$ cat src/rtl/secded64_pkg.sv
package secded64_pkg;

    localparam int HALF_W = 32;
    localparam int DATA_W = 2 * HALF_W;
    localparam int CHK_W  = 8;
    localparam int IDX_W  = 8;
    localparam logic [IDX_W-1:0] IDX_NONE = '1;

    // Column masks, check bit 0 in the least significant slot.
    localparam logic [CHK_W*HALF_W-1:0] HI_MASKS = {
        32'hffff1111, 32'h8888ffff, 32'h44448888, 32'h22224444,
        32'h11113333, 32'h0f0f0f0f, 32'h00ff00ff, 32'hf00fe11e
    };
    localparam logic [CHK_W*HALF_W-1:0] LO_MASKS = {
        32'h22221114, 32'h11118882, 32'hffff4441, 32'h8888222f,
        32'h7777000f, 32'h0f0fff00, 32'h00fff0ff, 32'hc33c0ff7
    };

    function automatic logic [HALF_W-1:0] mask_hi(input int i);
        return HI_MASKS[i*HALF_W +: HALF_W];
    endfunction

    function automatic logic [HALF_W-1:0] mask_lo(input int i);
        return LO_MASKS[i*HALF_W +: HALF_W];
    endfunction

    // Syndrome produced by a lone flip of data bit n.
    function automatic logic [CHK_W-1:0] column_of(input int n);
        logic [CHK_W-1:0] col;
        for (int i = 0; i < CHK_W; i++) begin
            if (n >= HALF_W) col[i] = mask_hi(i)[n - HALF_W];
            else             col[i] = mask_lo(i)[n];
        end
        return col;
    endfunction

    typedef struct packed {
        logic              vld;
        logic [CHK_W-1:0]  gen;
        logic [CHK_W-1:0]  syn;
        logic              sbe;
        logic              mbe;
        logic [IDX_W-1:0]  didx;
        logic [IDX_W-1:0]  cidx;
        logic [DATA_W-1:0] data;
    } chk_result_t;

endpackage

$ cat src/rtl/secded64_locator.sv
module secded64_locator
    import secded64_pkg::*;
(
    input  logic [CHK_W-1:0] syn,
    output logic             data_hit,
    output logic [IDX_W-1:0] data_idx,
    output logic             chk_hit,
    output logic [IDX_W-1:0] chk_idx,
    output logic             sbe,
    output logic             mbe
);

    logic              syn_nz;
    logic              syn_single;
    logic [DATA_W-1:0] col_match;

    assign syn_nz     = |syn;
    assign syn_single = syn_nz && ((syn & (syn - 1'b1)) == '0);

    // Compare the syndrome with every data column in parallel.
    for (genvar n = 0; n < DATA_W; n++) begin : g_col
        localparam logic [CHK_W-1:0] COL = column_of(n);
        assign col_match[n] = syn_nz && (syn == COL);
    end

    // Lowest matching data bit wins.
    always_comb begin
        data_idx = IDX_NONE;
        for (int n = DATA_W - 1; n >= 0; n--) begin
            if (col_match[n]) data_idx = IDX_W'(n);
        end
    end
    assign data_hit = |col_match;

    // Lowest set syndrome bit names the check bit.
    always_comb begin
        chk_idx = IDX_NONE;
        if (!data_hit) begin
            for (int i = CHK_W - 1; i >= 0; i--) begin
                if (syn[i]) chk_idx = IDX_W'(i);
            end
        end
    end
    assign chk_hit = syn_nz && !data_hit;

    assign sbe = data_hit || (chk_hit && syn_single);
    assign mbe = chk_hit && !syn_single;

endmodule

$ cat config.mk
export PLATFORM = sky130hd
export DESIGN_NAME = secded64_locator
export DESIGN_NICKNAME = d
export VERILOG_FILES = /design/src/rtl/secded64_pkg.sv /design/src/rtl/secded64_locator.sv
export SDC_FILE = /design/constraint.sdc
export NUM_CORES = 1
export LEC_CHECK = 0
export ABC_AREA = 1
export CAP_MARGIN = 25
export CORE_MARGIN = 3
export CORE_UTILIZATION = 53
export DETAILED_ROUTE_END_ITERATION = 8
export PLACE_DENSITY = 0.91
export SYNTH_ARGS = -nofsm -noshare
export SYNTH_HDL_FRONTEND = slang
export SYNTH_SLANG_ARGS = --single-unit
$ cat constraint.sdc
create_clock -name vclk -period 2.9
set_input_delay 0.58 -clock vclk [all_inputs]
set_output_delay 0.58 -clock vclk [all_outputs]
set_load 0.05 [all_outputs]
==> results of run 1 <==
## stage by stage
stage,cell area [sq um],cells,setup slack (ns),TNS (ns)
3_3_place_gp,2330,373,-0.857,-13.89
2_1_floorplan,1330,235,-0.857,-5.96
## kinds of logic after synthesis
group                  after synthesis  synth area share
buffers and inverters               69             0.253
AOI/OAI and AO/OA                   34             0.180
and+or+nand+nor                    132             0.567
==> results_dict.tcl, run 1 <==
set metrics [dict create \
    status "did not finish" \
    lastStage "detailed placement" \
    error "[ERROR DPL-0038] Utilization greater than 100%, impossible to legalize" \
    synthDistinctLibCells 30 \
    io_buffers 28 \
    synthesis.nets 243 \
    seq_area_frac_synth 0 \
    synth_common_cells "69 x nor2_1, 53 x inv_1, 21 x nand2_1" \
    routabilityCongestion 1.10 \
    synth_area_per_cell_sq_um 4.67 \
    start_util 0.597 \
    syn_area_sq_um 1100 \
    post-synth-top-count-cell "nor2_1" \
    io_pins 28 \
    die_y_um 51.5 \
    synth_area_leaders "nor2_1 24%, inv_1 18%, nand4_1 8.0%" \
    synth_top_cell_area_share 0.236 \
    ys_warn_count 0 \
    die_w_um 51.5 \
    synth_area_leader_cell "nor2_1" \
    core.rowCount 15 \
    netlist_instances 235 \
]
==> run 2, diff against run 1 <==
CORE_AREA = 3 3 64 66   (was unset)
CORE_MARGIN = unset   (was 3)
CORE_UTILIZATION = unset   (was 53)
DIE_AREA = 0 0 67 69   (was unset)
PLACE_DENSITY = unset   (was 0.91)
PLACE_DENSITY_LB_ADDON = 0.15   (was unset)
==> results_dict.tcl, run 2 <==
set metrics [dict create \
    dr_total_vias 2483 \
    core_area_sq_um 3630 \
    io_buffers 28 \
    drt_iter0_markers 286 \
    seq_area_frac_synth 0 \
    maxSlewViolCount 0 \
    synth_top_cell_area_share 0.236 \
    period_needed_ns 3.67 \
    grt_max_degree 7 \
    layout_setup_ws_ns -0.771 \
    synthesis.nets 243 \
    fin_tns_setup_ns -7.84 \
    min_path_type "in2out" \
    grt-ovfl-total 0 \
    synth_area_per_cell_sq_um 4.67 \
    antenna_found_initial 0 \
    pwr_density_cell_nw_per_um2 190 \
    grt_pass1_wl_um 9520 \
    peakVddDrop_mv 0.196 \
    post-synth-top-count-cell "nor2_1" \
    rsz0062_at_grt "true" \
    cts_hold_buf 0 \
    final_common_cell "buf_4" \
    critPathLaunchType "primary input" \
    fin_cells 450 \
    ys_warn_count 0 \
    wirelength_um 8230 \
    nClkBuffers 0 \
    antenna_cells 0 \
    routabilityCongestion 0.982 \
    synthDistinctLibCells 30 \
    violations "setup timing" \
    synth_area_leaders "nor2_1 24%, inv_1 18%, nand4_1 8.0%" \
    grt_pass1_vias 2150 \
    drv_cap 0 \
    fin_crit_sh 1.27 \
    setup_viol 20 \
    die_y_um 69 \
    multi_input_area_sq_um 1290 \
    hold_end "chk_idx[0]" \
    wl_per_cell_um 18.3 \
    dpl.hpwl_um 4060 \
    path_max_fanout 3 \
    max_slew_margin 0.678 \
    die-area_sq_um 4620 \
    tightest_slew_ns 0.478 \
    final_cell_mix "131 x buf_4, 37 x nor2_1, 36 x inv_1, 22 x buf_6, 18 x nor2_4" \
    hold_viol_final 0 \
    nFlopsAndLatches 0 \
    synth_common_cells "69 x nor2_1, 53 x inv_1, 21 x nand2_1" \
    worst_ep_arrival_time_ns 3.09 \
    antenna_left 0 \
    path_class "in2out" \
    p_leak_nw 1.57 \
    min_from "syn[0]" \
    dp_cells 402 \
    area_growth_pct 195 \
    netlist_instances 235 \
    whs_path_depth 4 \
    syn_area_sq_um 1100 \
    drc_errors 0 \
    regArea_sq_um 0 \
    die_w_um 67 \
    via_per_inst 5.52 \
    start_util 0.302 \
    synth_area_leader_cell "nor2_1" \
    first_pass_iters 6 \
    power.total_uw 615 \
    status "complete, but fails checks" \
    final_nets 412 \
    grt_util_all_layers 0.256 \
    end_kind "output pin" \
    core.rowCount 22 \
    fillers 158 \
    fmax_mhz 272 \
    cp.required_ns 2.32 \
    io_pins 28 \
    drive_gt1_frac 0.694 \
]
-- run 2: cell counts after synthesis --
No cell type changed its count.
-- run 2: final cells by class --
class | count | share of cell area
inverter | 64 | 0.0962
multi-input combinational | 166 | 0.400
tap | 48 | 0.0185
timing repair buffer | 172 | 0.485
-- run 2: what timing repair did --
item | in CTS | in global routing
endpoints found under the setup margin | 20 | 20
buffers inserted | 40 | 13
resized for setup | 86 | 100
gates cloned | 0 | 0
pin swaps | 35 | 29
-- run 2: critical path: stages --
cell and delay (ns):
buf_8 0.11, buf_6 0.12, nand2_4 0.07, nor2_4 0.05, nand2_2 0.08, nand3_2 0.06
nor2_1 0.11, nand4_1 0.11, nor2_1 0.16, nand4_1 0.26, nor2_1 0.17, nand4_1 0.11
nor2_2 0.09, nand4_1 0.08, nor2_1 0.11, nand4_1 0.09, nor2_1 0.11, nand4_1 0.10
nor2_1 0.10, nand4_1 0.14, nor2_4 0.14, buf_12 0.14
-- run 2: how the worst max path moves through the flow --
stage                 from          end  slack (ns)  cells after the start
floorplan           syn[6]   chk_idx[4]       -0.86                     15
global placement    syn[0]  data_idx[1]       -0.92                     14
detailed placement  syn[0]  data_idx[1]       -0.97                     14
global route        syn[3]  data_idx[0]       -0.94                     21
finish              syn[2]  data_idx[0]       -0.77                     22
CTS                 syn[2]   chk_idx[7]       -0.54                     19
-- run 2: cells by family after synthesis --
kind of cell           after synthesis  share of synthesized area
buffers and inverters               69                      0.253
AO/OA/AOI/OAI                       34                      0.180
AND/OR/NAND/NOR                    132                      0.567
-- run 2: where the power goes --
part	total [mW]	switching (mW)	internal [mW]
registers	0	0	0
logic	0.615	0.344	0.271
clock network	0	0	0
total	0.615	0.344	0.271
-- run 2: metal layers --
| layer | wire [um] | global-route usage | vias to the layer above | part of all wire |
|---|---|---|---|---|
| met5 | 0 | 0 | - | 0 |
| met4 | 646 | 0.0608 | 0 | 0.078 |
| met3 | 748 | 0.0261 | 86 | 0.091 |
| met2 | 3910 | 0.468 | 198 | 0.47 |
| met1 | 2930 | 0.308 | 1117 | 0.36 |
| li1 | - | - | 1082 | - |
-- run 2: per-stage QoR --
stage	setup WS [ns]	util	hold WS [ns]	instance area, sq um
floorplan	-0.857	-	1.35	1330
global placement	-0.925	0.663	2.18	2410
detailed placement	-0.974	0.663	2.19	2410
CTS	-0.537	0.787	1.75	2860
global route	-0.942	0.891	1.71	3240
finish	-0.771	0.891	1.69	3240
Note: power is estimated with default switching activity, not from simulation.
